==> src/rtl/gpio_bank_pkg.sv <==
package gpio_bank_pkg;
    localparam int REG_AW = 8;
    localparam int BUS_W  = 32;

    typedef enum logic [REG_AW-1:0] {
        OFF_MODE   = 8'h00,
        OFF_DIR    = 8'h04,
        OFF_DOUT   = 8'h08,
        OFF_DIN    = 8'h0C,
        OFF_STAT   = 8'h10,
        OFF_CLR    = 8'h14,
        OFF_MASK   = 8'h18,
        OFF_UNMASK = 8'h1C,
        OFF_POL    = 8'h20,
        OFF_SENSE  = 8'h24,
        OFF_BOTH   = 8'h4C
    } reg_off_e;
endpackage

==> src/rtl/gpio_bank_regs.sv <==
module gpio_bank_regs
    import gpio_bank_pkg::*;
#(
    parameter int N = 32
) (
    input  logic              clk,
    input  logic              rst,
    input  logic              sel,
    input  logic              wr,
    input  logic [REG_AW-1:0] addr,
    input  logic [BUS_W-1:0]  wdata,
    input  logic [N-1:0]      din_view,
    input  logic [N-1:0]      stat,
    output logic [N-1:0]      mode_q,
    output logic [N-1:0]      dir_q,
    output logic [N-1:0]      dout_q,
    output logic [N-1:0]      mask_q,
    output logic [N-1:0]      pol_q,
    output logic [N-1:0]      sense_q,
    output logic [N-1:0]      both_q,
    output logic [N-1:0]      clr_hit,
    output logic [BUS_W-1:0]  rdata
);
    logic         wr_en;
    logic         rd_en;
    logic [N-1:0] wval;
    logic [N-1:0] rsel;

    assign wr_en = sel & wr;
    assign rd_en = sel & ~wr;
    assign wval  = wdata[N-1:0];

    always_ff @(posedge clk) begin
        if (rst) begin
            mode_q  <= '0;
            dir_q   <= '0;
            dout_q  <= '0;
            mask_q  <= '0;
            pol_q   <= '0;
            sense_q <= '0;
            both_q  <= '0;
        end else if (wr_en) begin
            case (addr)
                OFF_MODE:   mode_q  <= wval;
                OFF_DIR:    dir_q   <= wval;
                OFF_DOUT:   dout_q  <= wval;
                OFF_MASK:   mask_q  <= wval;
                OFF_UNMASK: mask_q  <= mask_q | wval;
                OFF_POL:    pol_q   <= wval;
                OFF_SENSE:  sense_q <= wval;
                OFF_BOTH:   both_q  <= wval;
                default:    ;
            endcase
        end
    end

    assign clr_hit = (wr_en && addr == OFF_CLR) ? wval : '0;

    always_comb begin
        rsel = '0;
        if (rd_en) begin
            case (addr)
                OFF_MODE:  rsel = mode_q;
                OFF_DIR:   rsel = dir_q;
                OFF_DOUT:  rsel = dout_q;
                OFF_DIN:   rsel = din_view;
                OFF_STAT:  rsel = stat;
                OFF_MASK:  rsel = mask_q;
                OFF_POL:   rsel = pol_q;
                OFF_SENSE: rsel = sense_q;
                OFF_BOTH:  rsel = both_q;
                default:   rsel = '0;
            endcase
        end
        rdata        = '0;
        rdata[N-1:0] = rsel;
    end
endmodule

==> src/rtl/gpio_pin_sync.sv <==
module gpio_pin_sync #(
    parameter int N = 32
) (
    input  logic         clk,
    input  logic         rst,
    input  logic [N-1:0] pin_raw,
    output logic [N-1:0] cur,
    output logic [N-1:0] prev
);
    logic [N-1:0] meta_q;
    logic [N-1:0] cur_q;
    logic [N-1:0] prev_q;

    always_ff @(posedge clk) begin
        if (rst) begin
            meta_q <= '0;
            cur_q  <= '0;
            prev_q <= '0;
        end else begin
            meta_q <= pin_raw;
            cur_q  <= meta_q;
            prev_q <= cur_q;
        end
    end

    assign cur  = cur_q;
    assign prev = prev_q;
endmodule

==> src/rtl/gpio_irq_detect.sv <==
module gpio_irq_detect #(
    parameter int N = 32
) (
    input  logic         clk,
    input  logic         rst,
    input  logic [N-1:0] cur,
    input  logic [N-1:0] prev,
    input  logic [N-1:0] mode,
    input  logic [N-1:0] pol,
    input  logic [N-1:0] sense,
    input  logic [N-1:0] both,
    input  logic [N-1:0] clr,
    output logic [N-1:0] evt,
    output logic [N-1:0] latch,
    output logic [N-1:0] stat
);
    for (genvar i = 0; i < N; i++) begin : g_pin
        logic rise;
        logic fall;
        logic armed;
        logic pend_q;

        assign rise  = cur[i] & ~prev[i];
        assign fall  = ~cur[i] & prev[i];
        assign armed = mode[i] & sense[i];

        always_comb begin
            if (!armed)
                evt[i] = 1'b0;
            else if (both[i])
                evt[i] = rise | fall;
            else
                evt[i] = pol[i] ? fall : rise;
        end

        // idle -> pending on an event; pending -> idle on clear or disarm
        always_ff @(posedge clk) begin
            if (rst)
                pend_q <= 1'b0;
            else if (!armed)
                pend_q <= 1'b0;
            else if (evt[i])
                pend_q <= 1'b1;
            else if (clr[i])
                pend_q <= 1'b0;
        end

        assign latch[i] = pend_q;

        always_comb begin
            if (!mode[i])
                stat[i] = 1'b0;
            else if (sense[i])
                stat[i] = pend_q;
            else
                stat[i] = cur[i] ^ pol[i];
        end
    end
endmodule

==> src/rtl/gpio_irq_bank.sv <==
module gpio_irq_bank
    import gpio_bank_pkg::*;
#(
    parameter int NPINS         = 32,
    parameter bit IN_TRACKS_ALL = 1'b1
) (
    input  logic              clk,
    input  logic              rst,
    input  logic              bus_sel,
    input  logic              bus_wr,
    input  logic [REG_AW-1:0] bus_addr,
    input  logic [BUS_W-1:0]  bus_wdata,
    output logic [BUS_W-1:0]  bus_rdata,
    input  logic [NPINS-1:0]  pin_in,
    output logic [NPINS-1:0]  pin_out,
    output logic [NPINS-1:0]  pin_oe,
    output logic              irq
);
    logic [NPINS-1:0] mode_q, dir_q, dout_q, mask_q, pol_q, sense_q, both_q;
    logic [NPINS-1:0] clr_hit;
    logic [NPINS-1:0] cur_w, prev_w;
    logic [NPINS-1:0] evt_w, latch_w, stat_w;
    logic [NPINS-1:0] din_view;

    gpio_pin_sync #(.N(NPINS)) u_sync (
        .clk     (clk),
        .rst     (rst),
        .pin_raw (pin_in),
        .cur     (cur_w),
        .prev    (prev_w)
    );

    gpio_irq_detect #(.N(NPINS)) u_det (
        .clk   (clk),
        .rst   (rst),
        .cur   (cur_w),
        .prev  (prev_w),
        .mode  (mode_q),
        .pol   (pol_q),
        .sense (sense_q),
        .both  (both_q),
        .clr   (clr_hit),
        .evt   (evt_w),
        .latch (latch_w),
        .stat  (stat_w)
    );

    gpio_bank_regs #(.N(NPINS)) u_regs (
        .clk      (clk),
        .rst      (rst),
        .sel      (bus_sel),
        .wr       (bus_wr),
        .addr     (bus_addr),
        .wdata    (bus_wdata),
        .din_view (din_view),
        .stat     (stat_w),
        .mode_q   (mode_q),
        .dir_q    (dir_q),
        .dout_q   (dout_q),
        .mask_q   (mask_q),
        .pol_q    (pol_q),
        .sense_q  (sense_q),
        .both_q   (both_q),
        .clr_hit  (clr_hit),
        .rdata    (bus_rdata)
    );

    assign pin_oe  = ~mode_q & dir_q;
    assign pin_out = dout_q;
    assign irq     = |(stat_w & mask_q);

    if (IN_TRACKS_ALL) begin : g_din_track
        assign din_view = cur_w;
    end else begin : g_din_legacy
        assign din_view = cur_w & ~pin_oe;
    end
endmodule

==> config.mk <==
export PLATFORM = sky130hd
export DESIGN_NAME = gpio_irq_bank
export DESIGN_NICKNAME = d
export VERILOG_FILES = /design/src/rtl/gpio_bank_pkg.sv /design/src/rtl/gpio_bank_regs.sv /design/src/rtl/gpio_pin_sync.sv /design/src/rtl/gpio_irq_detect.sv /design/src/rtl/gpio_irq_bank.sv
export SDC_FILE = /design/constraint.sdc
export NUM_CORES = 1
export LEC_CHECK = 0
export BUFFER_PORTS_ARGS = -buffer_cell sky130_fd_sc_hd__buf_2
export CAP_MARGIN = 15
export CORE_ASPECT_RATIO = 0.7
export CORE_MARGIN = 1.5
export CORE_UTILIZATION = 54
export DETAILED_ROUTE_END_ITERATION = 7
export GPL_TIMING_DRIVEN = 1
export MAX_ROUTING_LAYER = met4
export PLACE_DENSITY = 0.75
export REMOVE_ABC_BUFFERS = 1
export SYNTH_ARGS = -nofsm -noshare
export SYNTH_HDL_FRONTEND = slang
export SYNTH_HIERARCHICAL = 1
export SYNTH_SLANG_ARGS = --single-unit
==> constraint.sdc <==
create_clock -name clk -period 1.95 [get_ports clk]
set_input_delay 0.0975 -clock clk [delete_from_list [all_inputs] [get_ports clk]]
set_output_delay 0.0975 -clock clk [all_outputs]
set_load 0.01 [all_outputs]
Word-level counts from Yosys, hierarchy flattened
Index checks and enable logic that the tools add are counted.

word-level totals
  flip-flop bits (word level) = 352
  logic and storage cells = 618
  memories kept = 0
  ROM bits = 0
  latch bits = 0
  bits of input ports = 76
  bits in writable memories = 0
  output and inout port bits = 97

operators by class
  add/subtract/negate cells = 0
  divide/modulo/power cells = 0
  shifts and indexed selects = 0
  $lt $le $gt $ge = 0
  reductions and logical operators = 75
  $mul = 0
  multiplexer cells = 228
  eq/ne operators = 10
  bitwise gates (word level) = 263

operators by type and width
  operator                                                                number
  32-bit one-hot mux with 9 select lines                                  1
  1-bit two-way mux                                                       224
  1-bit bitwise AND                                                       98
  1-bit inverter                                                          97
  2-bit nonzero test                                                      33
  32-bit bitwise AND                                                      2
  32-bit two-way mux                                                      2
  32-bit one-hot mux with 2 select lines                                  1
  2-bit OR reduction                                                      32
  8-bit by 5-bit equality test with 1-bit output (second input constant)  4
  32-bit inverter                                                         1
  1-bit bitwise OR                                                        32
  32-bit bitwise OR                                                       1
  32-bit OR reduction                                                     1
  1-bit bitwise XOR                                                       32
  8-bit by 4-bit equality test with 1-bit output (second input constant)  2
  8-bit by 6-bit equality test with 1-bit output (second input constant)  2
  2-bit AND reduction                                                     7
  8-bit by 3-bit equality test with 1-bit output (second input constant)  1
  8-bit by 7-bit equality test with 1-bit output (second input constant)  1
  8-bit zero test                                                         1
  1-bit logical AND                                                       1

Logic depth before layout (Yosys ltp)
  depth in word-level cells = 6
  mapped depth = 8
  gate-level depth less buffers = 7

Hierarchy
Netlist, hierarchy kept.

by module, submodules not included
  module           instances  area each (um^2)  seq. area each (um^2)  cells each
  gpio_bank_regs   1          10613.9           4484.3                 1353
  gpio_irq_detect  1          4379.2            640.6                  547
  gpio_pin_sync    1          2600.0            1921.8                 202
  gpio_irq_bank    1          357.8             0.0                    53

Least setup slack after synthesis
Ideal clock, no wire load.

  path type = input to register
  from = in bus_addr[1]
  to = reg u_det.g_pin[10].pend_q
  library setup time = 0.128 ns
  path buffers = 3
  data required time = 1.822 ns
  stages on the path = 8
  arrival time = 1.764 ns
  setup slack = 0.059 ns
  cells stage by stage = clkbuf_1 or4b_1 clkbuf_1 nor3_1 clkbuf_1 and2_1 nand2b_1 a211oi_2

between the ends
  longest elaborated chain between the ends = 4

RTL lines
  what                                            RTL line               text
  from (decl)                                     gpio_irq_bank.sv:11    input logic [REG_AW-1:0] bus_addr,
  8-bit by 5-bit equality test with 1-bit output  gpio_bank_regs.sv:57   assign clr_hit = (wr_en && addr == OFF_CLR) ? wval : '0;
  1-bit logical AND                               gpio_bank_regs.sv:57
  32-bit two-way mux                              gpio_bank_regs.sv:57
  via clr_hit[10]                                 gpio_irq_bank.sv:20    logic [NPINS-1:0] clr_hit;
  2-bit nonzero test (no source line)             --
  to (signal assigned)                            gpio_irq_detect.sv:39  pend_q <= 1'b0;
  to (signal assigned)                            gpio_irq_detect.sv:41  pend_q <= 1'b0;
  to (signal assigned)                            gpio_irq_detect.sv:43  pend_q <= 1'b1;
  to (decl)                                       gpio_irq_detect.sv:21  logic pend_q;

The timed path passes the listed nets, and every way through them passes these cells.
A chain may end at the register's enable or synchronous reset.

Worst setup path after layout
  from = reg u_sync.cur_q[0], in the netlist u_sync/cur[0]
  to = out irq

between the ends
  longest elaborated chain between the ends = 5

RTL lines
  what                    RTL line               text
  from (decl)             gpio_pin_sync.sv:11    logic [N-1:0] cur_q;
  from (signal assigned)  gpio_pin_sync.sv:21    cur_q <= meta_q;
  1-bit bitwise XOR       gpio_irq_detect.sv:56  stat[i] = cur[i] ^ pol[i];
  1-bit two-way mux       gpio_irq_detect.sv:53  else if (sense[i])
  1-bit two-way mux       gpio_irq_detect.sv:51  if (!mode[i])
  via stat_w[0]           gpio_irq_bank.sv:22    logic [NPINS-1:0] evt_w, latch_w, stat_w;
  32-bit bitwise AND      gpio_irq_bank.sv:70    assign irq = |(stat_w & mask_q);
  32-bit OR reduction     gpio_irq_bank.sv:70
  to (decl)               gpio_irq_bank.sv:17    output logic irq

The timed path passes the listed nets, and every way through them passes these cells.

==> impl_metrics.env <==
export IMPL_ios=173
export IMPL_worst_setup_path_end_kind="output pin"
export IMPL_r2r_end="u_det/g_pin[1].pend_q$_SDFFE_PP0P_"
export IMPL_synth_area_um2=17600
export IMPL_finalPower_mw=15.3
export IMPL_cts_buffers=36
export IMPL_port_buffers=172
export IMPL_cts_path_max_buffers=3
export IMPL_htreeDepth=2
export IMPL_grt_util_met1_pct=49.9
export IMPL_antenna_found_initial=3
export IMPL_setup_violations_final=26
export IMPL_place_area_um2=20300
export IMPL_grt_first_pass_wirelength_um=94600
export IMPL_placementRows=55
export IMPL_dp_cells=2746
export IMPL_grt_max_degree=83
export IMPL_cts_sinks=352
export IMPL_fin_ws_ps=-490
export IMPL_grt_pass1_vias=16800
export IMPL_cp_start_kind="flip-flop"
export IMPL_stdcell_count=2909
export IMPL_slew_headroom_pct=68.8
export IMPL_r2r_setup_slack_ps=540
export IMPL_required_ps=1850
export IMPL_syn_avg_cell_area_um2=8.41
export IMPL_routed_wl_um=63200
export IMPL_cts_tree="yes"
export IMPL_p_leak_nw=8.56
export IMPL_root_buffer="clkbuf_16"
export IMPL_drive_gt1_share_pct=35.2
export IMPL_drc_errors=0
export IMPL_core_area_um2=32200
export IMPL_ir_drop_mv=0.674
export IMPL_dieHeight_um=154
export IMPL_firstDrtPassIters=8
export IMPL_layout_nets=2595
export IMPL_gp_congestion=0.948
export IMPL_hold_path_class="input pin to flip-flop"
export IMPL_rsz0062_at_grt="true"
export IMPL_grt_use_total_pct=37.3
export IMPL_areaGrowthSynthToFinish_pct=33.1
export IMPL_violations="negative setup slack"
export IMPL_dieArea_um2=33700
export IMPL_path_class="flip-flop to output pin"
export IMPL_period_minus_slack_ps=2440
export IMPL_max_stage_delay_ps=530
export IMPL_maxCapViolCount=0
export IMPL_r2r_cells=6
export IMPL_slew_violations=0
export IMPL_clock_latency_ps=550
export IMPL_wire_per_inst_um=21.7
export IMPL_max_freq_mhz=410
export IMPL_cp_arrival_ps=2340
export IMPL_grt_util_met2_pct=54.2
export IMPL_r2r_start="u_sync/cur[1]$_SDFF_PP0_"
export IMPL_min_delay_worst_endpoint="u_regs/both_q[9]$_SDFFE_PP0P_"
export IMPL_finalHoldViolCount=0
export IMPL_worstPathMaxFanout=2
export IMPL_fin_crit_sh_pct=125
export IMPL_status="finished with violations"
export IMPL_first_iter_violations=2261
export IMPL_worstHoldStart="bus_addr[4]"
export IMPL_grt_util_met3_pct=7.83
export IMPL_ant_nets=0
export IMPL_worst_slew_pin_slew_ps=466
export IMPL_min_path_cells=6
export IMPL_syn_inst=2091
export IMPL_grt_busiest_layer="met2"
export IMPL_yosysWarnings=6
export IMPL_cts_clk_slew_worst_paths_ps=70
export IMPL_num_vias=17400
export IMPL_vias_per_cell=5.97
export IMPL_worst_path_max_delay_cell="or4_4"
export IMPL_design_area_um2=23400
export IMPL_initial_utilization_pct=54.6
export IMPL_tns_ps=-2440
export IMPL_path_cells="xnor2_2, a21oi_2, a22oi_2, buf_4, nand4_1, or4_4, buf_6"
export IMPL_grt_ovfl_total=0
export IMPL_power_density_nw_per_um2=653
export IMPL_chipWidth_um=219
export IMPL_clock_skew_ps=14.8
export IMPL_hpwl_um=39800
-- cell type report --
cell class / instances / area, um2
antenna: 3 / 7.51
clock buffer: 51 / 1060
clock inverter: 11 / 87.6
fill: 2287 / 8790
inverter: 97 / 364
multi-input combinational: 1479 / 10300
sequential: 352 / 7170
tap: 427 / 534
timing repair buffer: 489 / 3880
-- registers in the layout (all words and copies together) (netlist names) --
| register | cells |
|---|---|
| u_det/g_pin.pend_q | 32 |
| u_regs/both_q | 32 |
| u_regs/dir_q | 32 |
| u_regs/dout_q | 32 |
| u_regs/mask_q | 32 |
| u_regs/mode_q | 32 |
| u_regs/pol_q | 32 |
| u_regs/sense_q | 32 |
| u_sync/cur | 32 |
| u_sync/meta_q | 32 |
| u_sync/prev | 32 |
-- report_power, final --
group | switching [mW] | internal (mW)
Clock | 2.98 | 3.92
Sequential | 0.0569 | 7.26
Combinational | 0.600 | 0.474
-- critical path: cells and delay by family, from the launching register on --
family	cells	cell delay, ps
simple gates	2	660
buf+inv	2	290
xor+xnor	1	200
flops	1	330
compound gates	2	310
-- layout by cell type, fill, tap and decap left out, types with 8 or more instances in the layout --
master / count
buf_6: 11
buf_2: 170
dfxtp_2: 60
xnor2_2: 25
a211oi_2: 32
inv_2: 10
a22oi_1: 28
clkbuf_16: 37
a31oi_1: 11
a21oi_1: 202
nor2_1: 38
nand2_1: 468
dlygate4sd3_1: 70
nor3_1: 17
and2_1: 32
nand3_1: 10
nor3_2: 10
dfxtp_1: 278
a22o_1: 20
nand2b_1: 32
clkbuf_8: 8
a21oi_2: 40
mux2i_1: 32
buf_4: 205
mux2_2: 28
o21ai_2: 53
a221oi_2: 8
ha_1: 64
dfxtp_4: 14
inv_1: 87
mux2_4: 38
a222oi_1: 15
clkinv_2: 8
o21ai_1: 10
buf_12: 30
nor2b_1: 131
a22oi_2: 42
-- metal layers --
| layer | share of wire, % | wire length, um | vias to the layer above |
|---|---|---|---|
| met2 | 43 | 27100 | 1098 |
| met4 | 4.6 | 2920 | 0 |
| met5 | 0 | 0 | - |
| met1 | 41 | 25800 | 8228 |
| met3 | 12 | 7430 | 239 |
| li1 | - | - | 7815 |
-- how the worst max path moves through the flow --
stage / to / start / slack [ps] / cells after the start
6_report: irq / u_sync/cur[0]$_SDFF_PP0_ / -490 / 7
5_1_grt: irq / u_regs/sense_q[27]$_SDFFE_PP0P_ / -510 / 8
4_1_cts: irq / u_regs/pol_q[30]$_SDFFE_PP0P_ / -450 / 7
3_5_place_dp: u_regs/mask_q[0]$_SDFFE_PP0P_ / bus_addr[5] / -140 / 6
3_3_place_gp: irq / u_regs/sense_q[0]$_SDFFE_PP0P_ / -90 / 8
2_1_floorplan: u_regs/dir_q[0]$_SDFFE_PP0P_ / bus_addr[5] / -1540 / 4
-- per-stage QoR --
step	hold WS (ps)	worst slack (ps)	utilization, %
final	271	-490	72.7
after global routing	289	-508	72.7
after CTS	253	-451	71.1
after detailed placement	313	-142	63.0
after global placement	304	-91.1	63.0
after floorplan	167	-1540	-
-- what timing repair did --
item                                    4_1_cts  5_1_grt
gates cloned                                  2        0
hold buffers                                 70        0
gates resized for setup                     199       94
endpoints found under the setup margin       33       34
pin swaps                                    89       69
setup buffers                                17       13
hold endpoints to repair                    267        0
No activity file was read; power rests on OpenSTA's default activity.
